--- src/rtl/rsup_pkg.sv ---
package rsup_pkg;

  // Watchdog period selection codes
  typedef enum logic [1:0] {
    WDP_LONG  = 2'b00,
    WDP_MID   = 2'b01,
    WDP_SHORT = 2'b10,
    WDP_OFF   = 2'b11
  } wdp_e;

  // Width needed to hold a count of 0..max_val
  function automatic int cnt_width(input int max_val);
    int w;
    w = 1;
    while ((1 << w) <= max_val) w++;
    return w;
  endfunction

endpackage

--- src/rtl/rsup_period_dec.sv ---
module rsup_period_dec
  import rsup_pkg::*;
#(
  parameter int CNT_W       = 11,
  parameter int SHORT_TICKS = 250,
  parameter int MID_TICKS   = 750,
  parameter int LONG_TICKS  = 1750
) (
  input  wdp_e             sel_i,
  output logic [CNT_W-1:0] last_idx_o,
  output logic             enabled_o
);

  localparam logic [CNT_W-1:0] SHORT_LAST = CNT_W'(SHORT_TICKS - 1);
  localparam logic [CNT_W-1:0] MID_LAST   = CNT_W'(MID_TICKS - 1);
  localparam logic [CNT_W-1:0] LONG_LAST  = CNT_W'(LONG_TICKS - 1);

  always_comb begin
    last_idx_o = '0;
    enabled_o  = 1'b1;
    case (sel_i)
      WDP_LONG:  last_idx_o = LONG_LAST;
      WDP_MID:   last_idx_o = MID_LAST;
      WDP_SHORT: last_idx_o = SHORT_LAST;
      default: begin
        last_idx_o = '0;
        enabled_o  = 1'b0;
      end
    endcase
  end

endmodule

--- src/rtl/rsup_wdt.sv ---
module rsup_wdt #(
  parameter int CNT_W = 11
) (
  input  logic             clk,
  input  logic             rst_n,
  input  logic             tick_i,
  input  logic             kick_i,
  input  logic             hold_i,
  input  logic             enabled_i,
  input  logic [CNT_W-1:0] last_idx_i,
  output logic             expire_o
);

  logic [CNT_W-1:0] cnt_q, cnt_d;
  logic             running;
  logic             at_limit;

  // The count only runs when the host is out of reset, no service is seen
  // and a period is selected.
  assign running  = !hold_i && !kick_i && enabled_i;
  // Greater-or-equal so that a shrinking period cannot be skipped over
  assign at_limit = (cnt_q >= last_idx_i);
  assign expire_o = running && tick_i && at_limit;

  always_comb begin
    cnt_d = cnt_q;
    if (!running) begin
      cnt_d = '0;
    end else if (tick_i) begin
      if (at_limit) cnt_d = '0;
      else          cnt_d = cnt_q + 1'b1;
    end
  end

  always_ff @(posedge clk or negedge rst_n) begin
    if (!rst_n) cnt_q <= '0;
    else        cnt_q <= cnt_d;
  end

  // an active host reset leaves the watchdog cleared
  assert_wd_clear_in_reset_R8: assert property (@(posedge clk) disable iff (!rst_n)
    hold_i |=> (cnt_q == '0));

  // a service strobe leaves the watchdog cleared
  assert_kick_clears_R6: assert property (@(posedge clk) disable iff (!rst_n)
    kick_i |=> (cnt_q == '0));

  // a disabled watchdog does not count
  assert_off_no_count_R7: assert property (@(posedge clk) disable iff (!rst_n)
    !enabled_i |=> (cnt_q == '0));

endmodule

--- src/rtl/rsup_hold.sv ---
module rsup_hold #(
  parameter int HOLD_TICKS = 250,
  parameter int HOLD_W     = 8
) (
  input  logic clk,
  input  logic rst_n,
  input  logic tick_i,
  input  logic supply_low_i,
  input  logic wd_expire_i,
  output logic hold_o
);

  localparam logic [HOLD_W-1:0] HOLD_LAST = HOLD_W'(HOLD_TICKS - 1);

  logic              hold_q, hold_d;
  logic [HOLD_W-1:0] cnt_q, cnt_d;

  always_comb begin
    hold_d = hold_q;
    cnt_d  = cnt_q;
    if (supply_low_i || wd_expire_i) begin
      // Any new cause restarts the whole delay
      hold_d = 1'b1;
      cnt_d  = '0;
    end else if (hold_q && tick_i) begin
      if (cnt_q == HOLD_LAST) begin
        hold_d = 1'b0;
        cnt_d  = '0;
      end else begin
        cnt_d = cnt_q + 1'b1;
      end
    end
  end

  always_ff @(posedge clk or negedge rst_n) begin
    if (!rst_n) begin
      hold_q <= 1'b1;
      cnt_q  <= '0;
    end else begin
      hold_q <= hold_d;
      cnt_q  <= cnt_d;
    end
  end

  assign hold_o = hold_q;

  // the hold only ends on a cycle that carried a tick
  assert_release_on_tick_R10: assert property (@(posedge clk) disable iff (!rst_n)
    $fell(hold_q) |-> $past(tick_i));

  // the hold does not end while the supply is flagged low
  assert_no_release_low_R3: assert property (@(posedge clk) disable iff (!rst_n)
    $fell(hold_q) |-> !$past(supply_low_i));

endmodule

--- src/rtl/rsup_supervisor.sv ---
module rsup_supervisor
  import rsup_pkg::*;
#(
  parameter int HOLD_TICKS  = 250,
  parameter int SHORT_TICKS = 250,
  parameter int MID_TICKS   = 750,
  parameter int LONG_TICKS  = 1750
) (
  input  logic       clk,
  input  logic       rst_n,
  input  logic       tick_ms,
  input  logic       supply_low,
  input  logic       wd_kick,
  input  logic [1:0] wd_sel,
  output logic       host_rst_n
);

  localparam int WD_W   = cnt_width(LONG_TICKS);
  localparam int HOLD_W = cnt_width(HOLD_TICKS);

  wdp_e            sel;
  logic [WD_W-1:0] last_idx;
  logic            wd_enabled;
  logic            wd_expire;
  logic            hold;

  assign sel = wdp_e'(wd_sel);

  rsup_period_dec #(
    .CNT_W      (WD_W),
    .SHORT_TICKS(SHORT_TICKS),
    .MID_TICKS  (MID_TICKS),
    .LONG_TICKS (LONG_TICKS)
  ) u_dec (
    .sel_i     (sel),
    .last_idx_o(last_idx),
    .enabled_o (wd_enabled)
  );

  rsup_wdt #(
    .CNT_W(WD_W)
  ) u_wdt (
    .clk       (clk),
    .rst_n     (rst_n),
    .tick_i    (tick_ms),
    .kick_i    (wd_kick),
    .hold_i    (hold),
    .enabled_i (wd_enabled),
    .last_idx_i(last_idx),
    .expire_o  (wd_expire)
  );

  rsup_hold #(
    .HOLD_TICKS(HOLD_TICKS),
    .HOLD_W    (HOLD_W)
  ) u_hold (
    .clk         (clk),
    .rst_n       (rst_n),
    .tick_i      (tick_ms),
    .supply_low_i(supply_low),
    .wd_expire_i (wd_expire),
    .hold_o      (hold)
  );

  assign host_rst_n = !hold;

  // a low supply pulls the host into reset at the next edge
  assert_supply_low_R2: assert property (@(posedge clk) disable iff (!rst_n)
    supply_low |=> !host_rst_n);

  // a watchdog bite pulls the host into reset at the next edge
  assert_expiry_resets_R5: assert property (@(posedge clk) disable iff (!rst_n)
    wd_expire |=> !host_rst_n);

  // the off code never produces a bite
  assert_off_never_bites_R7: assert property (@(posedge clk) disable iff (!rst_n)
    (wd_sel == 2'b11) |-> !wd_expire);

endmodule

--- config.mk ---
export PLATFORM = sky130hd
export DESIGN_NAME = rsup_supervisor
export DESIGN_NICKNAME = d
export VERILOG_FILES = /design/src/rtl/rsup_pkg.sv /design/src/rtl/rsup_period_dec.sv /design/src/rtl/rsup_wdt.sv /design/src/rtl/rsup_hold.sv /design/src/rtl/rsup_supervisor.sv
export SDC_FILE = /design/constraint.sdc
export NUM_CORES = 1
export LEC_CHECK = 0
export BUFFER_PORTS_ARGS = -buffer_cell sky130_fd_sc_hd__buf_2
export CORE_MARGIN = 2
export CORE_UTILIZATION = 55
export DETAILED_ROUTE_END_ITERATION = 16
export GPL_ROUTABILITY_DRIVEN = 0
export GPL_TIMING_DRIVEN = 0
export PLACE_DENSITY = 0.77
export SLEW_MARGIN = 20
export SYNTH_ARGS = -nofsm -noshare
export SYNTH_HDL_FRONTEND = slang
export SYNTH_SLANG_ARGS = --single-unit
--- constraint.sdc ---
create_clock -name clk -period 2.4 [get_ports clk]
set_clock_uncertainty 0.05 [all_clocks]
set_input_delay 0.36 -clock clk [delete_from_list [all_inputs] [get_ports clk]]
set_output_delay 0.36 -clock clk [all_outputs]
set_load 0.02 [all_outputs]
# Word level (Yosys, flattened, before mapping)
# Index checks and enable logic that the tools add are counted.
# Widths: inputs -> output; s select.
dict set report totals {
  reg_bits 20
  in_bits 7
  output_inout_bits 1
  wordCells 34
}
dict set report op_classes {
  addsub 2
  n_lt_le_gt_ge 1
  eq_ne 4
  mux 11
  n_reduce_logical 13
}
# cell n
set op_table {}
lappend op_table {{$mux 11} 3}
lappend op_table {{$pmux 11 s3} 1}
lappend op_table {{$mux 8} 3}
lappend op_table {{$add 11x1->11 const B} 1}
lappend op_table {{$ge 11x11->1} 1}
lappend op_table {{$add 8x1->8 const B} 1}
lappend op_table {{$eq 8x8->1 const B} 1}
lappend op_table {{$logic_and 1x1->1} 5}
lappend op_table {{$mux 1} 4}
lappend op_table {{$reduce_bool 2->1} 2}
lappend op_table {{$reduce_or 3->1} 1}
lappend op_table {{$eq 2x1->1 const B} 1}
lappend op_table {{$eq 2x2->1 const B} 1}
lappend op_table {{$logic_not 1->1} 2}
lappend op_table {{$logic_not 2->1} 1}
lappend op_table {{$ne 2x2->1 const B} 1}
lappend op_table {{$reduce_and 2->1} 1}
lappend op_table {{$logic_or 1x1->1} 1}

# Logic depth before layout (Yosys ltp)
dict set report depth {
  word_depth 9
  depth_mapped 10
  ltp_nobuf 9
}

# Cells and area by module
# A second synthesis with hierarchy kept.
dict set report unflattened {
  cells_unflattened 177
  hier_area_um2 1551.5
}
# mod n_inst cells_each area_each_um2 seq_area_each_um2
set by_module_without_submodules {}
lappend by_module_without_submodules {rsup_wdt 1 105 895.9 275.3}
lappend by_module_without_submodules {rsup_hold 1 54 514.2 226.5}
lappend by_module_without_submodules {rsup_period_dec 1 17 137.6 0.0}
lappend by_module_without_submodules {rsup_supervisor 1 1 3.8 0.0}

# Least setup slack after synthesis
# OpenSTA, ideal clock, no wires.
dict set report synth_timing {
  path_kind {input to register}
  from {in wd_sel[0]}
  to {reg u_hold.cnt_q[3]}
  setup_ns 0.104
  arrival_time_ns 2.189
  t_required_ns 2.246
  slack_ns 0.058
  path_stages 9
  path_buffers 1
  path_cell_list {ha_1 > inv_1 > ha_1 > or4b_1 > o2111a_1 > a211oi_2 > buf_6 > nor2_2 > o41ai_2}
}
dict set report synth_between {
  elab_chain_cells 8
  elab_cells_between_ends 13
  cone_classes {order compare (1); eq/ne (2); mux (3); reduce/logical (7)}
}
# item line
set synth_lines {}
lappend synth_lines {{start, declared} rsup_supervisor.sv:14} ;# input logic [1:0] wd_sel,
lappend synth_lines {{branches (longest 5 deep; another with $ge 11x11->1)} -}
lappend synth_lines {{$logic_and 1x1->1 *} rsup_wdt.sv:23} ;# assign expire_o = running && tick_i && at_limit;
lappend synth_lines {{$logic_or 1x1->1 *} rsup_hold.sv:21} ;# if (supply_low_i || wd_expire_i) begin
lappend synth_lines {{$mux 8 or $reduce_bool 2->1 (tied branches)} -}
lappend synth_lines {{end signal, assigned} rsup_hold.sv:41} ;# cnt_q <= cnt_d;
lappend synth_lines {{end, declared} rsup_hold.sv:16} ;# logic [HOLD_W-1:0] cnt_q, cnt_d;
# Every way passes the cells marked *.
# A chain may end at the register's enable or synchronous reset.

# Worst setup path in the final report
dict set report layout_timing {
  from {reg u_wdt.cnt_q[0]}
  to {reg u_hold.cnt_q[3]}
}
dict set report layout_between {
  elab_chain_cells 4
  elab_cells_between_ends 5
  cone_classes {order compare (1); mux (1); reduce/logical (3)}
}
# item line
set layout_lines {}
lappend layout_lines {{start, declared} rsup_wdt.sv:14} ;# logic [CNT_W-1:0] cnt_q, cnt_d;
lappend layout_lines {{start signal, assigned} rsup_wdt.sv:37} ;# else cnt_q <= cnt_d;
lappend layout_lines {{$ge 11x11->1 *} rsup_wdt.sv:22} ;# assign at_limit = (cnt_q >= last_idx_i);
lappend layout_lines {{$logic_and 1x1->1 *} rsup_wdt.sv:23}
lappend layout_lines {{$logic_or 1x1->1 *} rsup_hold.sv:21}
lappend layout_lines {{$mux 8 or $reduce_bool 2->1 (tied branches)} -}
# Mark *: on every way between the ends. The rest lies on a longest branch, timed or not.

==> metrics.yaml <==
outcome: "complete, no violations"
ir_drop_v: 0.0003638
io_pins: 8
die_w_um: 54.50
slew_violations: 0
cp.required_ns: 2.57
multi_input_area_sq_um: 864.6
endpoint_kind: "flop"
yosys.area_share.adder: 0.1517
crit_type: "flop to flop"
initial_utilization: 0.5714
worstPathArrival_ns: 2.47
grt_pass1_wl_um: 4816
place_hpwl_um: 2164
wl_per_cell_um: 14.19
ys_seq_elements: 20
post-route-period-util: 0.9585
yosysWarnings: 0
rows: 18
grtUsageTotal: 0.2217
r2r_setup_slack_ns: 0.1
synth_top_family_by_area: "simple AND/OR/NAND/NOR gates"
h-tree-depth: 1
synthSimpleGateAreaFrac: 0.2194
r2r_end: "u_hold.cnt_q[3]"
grt-ovfl-total: 0
leakagePower_nw: 0.6771
drtPass1Iterations: 5
drive_gt1_frac: 0.1379
synth-xor-area-share: 0.02498
cpMaxStageDelayCell: "or4b_1"
hp-start: "supply_low"
drtIter0Drc: 44
clock-sinks: 20
setup_viol: 0
synth_nets: 183
worstSkewPairLatency_ns: 0.31
cp-start-kind: "flop"
cts_tree: "yes"
min_path_type: "input pin to flop"
synth_compound_area_frac: 0.1838
synth_cell_type_count: 39
path_cells: "inv_1, ha_1, or4b_1, o2111a_1, a211oi_4, buf_6, nor2_2, o41ai_2"
synth_cells: 159
avgSynthCellArea_sq_um: 8.821
first_global_vias: 1085
r2r-start: "u_wdt.cnt_q[0]"
seqCellArea_sq_um: 501.7
syn_area_sq_um: 1403
vias_per_cell: 6.039
dpl_worst_slack_ns: -0.3700
synth_mux_area_frac: 0.01427
min_period_ns: 2.300
worst_slack_ns: 0.09953
nFillCells: 216
power_density_nw_per_um2: 376.4
route.detailed.drc: 0
fin_setup_tns_ns: 0
slowest_delay_ns: 0.47
power.total_mw: 0.5920
fmaxAchievable_mhz: 434.7
areaGrowthSynthToFinish_pct: 12.13
die_h_um: 54.50
rsz0062_at_grt: "false"
antenna_found_initial: 0
drtAntennaViolNets: 0
startpoint: "u_wdt.cnt_q[0]"
wl_um: 2894
vias: 1232
diodes: 0
slew_headroom: 0.6119
dieArea_sq_um: 2970
io_buffers: 7
cts_buffers: 3
grt_max_degree: 21
synth_seq_area_share: 0.3577
cp_max_fo: 5
clkTransAtPathRegs_ns: 0.12
path_buf_inv: 2
crit_family: "compound AO/OA/AOI/OAI gates"
cap_violations: 0
worst_slew_pin_slew_ns: 0.5777
whs_path_depth: 2
critical_path_depth: 8
hold_viol_final: 0
reg2reg_depth: 8
layout.nets: 199
holdPathEnd: "u_hold.cnt_q[0]"
clockBufferDepth: 2
coreArea_sq_um: 2455
cts_root_buffer: "clkbuf_4"
==> repair_timing <==
item / CTS / global route
hold endpoints to repair: 19 / 0
gates resized for setup: 1 / 5
setup buffers: 0 / 2
gates cloned: 0 / 1
hold buffers: 1 / 0
pin swaps: 1 / 2
endpoints found under the setup margin: 3 / 18
==> cells by family after synthesis <==
group,count (synthesis)
AND/OR/NAND/NOR,62
AO/OA/AOI/OAI,38
flip-flops,20
adder cells (fa/ha/maj),17
buffers and inverters,16
XOR/XNOR,4
multiplexers,2
==> how the worst max path moves through the flow <==
stage	end	slack, ns
after floorplan	u_hold.cnt_q[3]	0.06
after global placement	u_wdt.cnt_q[6]	-0.36
after detailed placement	u_wdt.cnt_q[6]	-0.37
after CTS	u_hold.cnt_q[3]	0.02
after global routing	u_hold.cnt_q[3]	0.01
final	u_hold.cnt_q[3]	0.1
==> cell type report <==
cell class | count | area share
clock buffer | 4 | 0.02307
multi-input combinational | 123 | 0.5497
buffer | 4 | 0.01432
inverter | 12 | 0.02864
sequential | 20 | 0.3190
tap | 30 | 0.02387
timing repair buffer | 11 | 0.04137
==> cells in the mapped netlist <==
| library cell | number | area, sq um |
|---|---|---|
| a211oi_2 | 1 | 12.51 |
| a21o_1 | 1 | 7.510 |
| a21oi_1 | 6 | 30.03 |
| a31oi_1 | 3 | 18.77 |
| a32o_1 | 1 | 10.01 |
| and2_1 | 1 | 6.260 |
| and3_1 | 1 | 6.260 |
| and4_1 | 1 | 8.760 |
| and4b_1 | 2 | 20.02 |
| buf_1 | 1 | 3.750 |
| buf_6 | 1 | 11.26 |
| clkbuf_1 | 2 | 7.510 |
| dfrtp_1 | 19 | 475.5 |
| dfstp_2 | 1 | 26.28 |
| ha_1 | 17 | 212.7 |
| inv_1 | 12 | 45.04 |
| mux2i_1 | 2 | 20.02 |
| nand2_1 | 24 | 90.09 |
| nand3_1 | 10 | 50.05 |
| nand3b_1 | 1 | 7.510 |
| nand4_1 | 3 | 18.77 |
| nor2_1 | 7 | 26.28 |
| nor2_2 | 1 | 6.260 |
| nor3_1 | 5 | 25.02 |
| nor4_1 | 1 | 6.260 |
| o2111a_1 | 1 | 11.26 |
| o211ai_1 | 3 | 22.52 |
| o21ai_0 | 13 | 65.06 |
| o21bai_1 | 1 | 7.510 |
| o22ai_1 | 5 | 31.28 |
| o311ai_2 | 1 | 16.27 |
| o32ai_1 | 1 | 8.760 |
| o41ai_2 | 1 | 16.27 |
| or2_2 | 1 | 6.260 |
| or3_1 | 2 | 12.51 |
| or4_1 | 1 | 7.510 |
| or4b_1 | 1 | 10.01 |
| xnor2_1 | 3 | 26.28 |
| xor2_1 | 1 | 8.760 |
==> cells in the final DEF (no fill, tap or decap), drive strengths merged, types with 2 or more instances in the layout <==
master,Yosys,layout
ha,17,17
nand4,3,3
dfrtp,19,19
nand2,24,24
buf,2,12
a21oi,6,6
nand3,10,10
clkbuf,2,6
mux2i,2,2
or3,2,2
a31oi,3,3
o22ai,5,5
nor3,5,5
nor2,8,8
inv,12,12
o211ai,3,3
xnor2,3,3
and4b,2,2
o21ai,13,13
==> report_power, final <==
| part | internal, mW | switching, mW | total (mW) |
|---|---|---|---|
| combinational | 0.0196 | 0.0333 | 0.0529 |
| clock | 0.0926 | 0.103 | 0.195 |
| sequential | 0.339 | 0.00416 | 0.344 |
| total | 0.452 | 0.140 | 0.592 |
==> routing by layer <==
layer,global-route usage,vias up,wire (um)
li1,-,605,-
met1,0.3052,587,1381
met2,0.3675,36,1373
met3,0.05738,4,129
met4,0.01250,0,10
met5,0,-,0
==> through the flow <==
stage / hold WS, ns / util / std cells / cell area, sq um
2_1_floorplan: 0.01441 / - / 159 / 1403
3_3_place_gp: 0.2787 / 0.6009 / 196 / 1475
3_5_place_dp: 0.2773 / 0.6009 / 196 / 1475
4_1_cts: 0.2125 / 0.6208 / 201 / 1524
5_1_grt: 0.2039 / 0.6407 / 204 / 1573
6_report: 0.2208 / 0.6407 / 204 / 1573
==> registers in the layout, indices dropped and copies added, names as in the netlist <==
register	flops
u_wdt.cnt_q	11
u_hold.cnt_q	8
u_hold.hold_o	1
(Power assumes the default switching activity.)
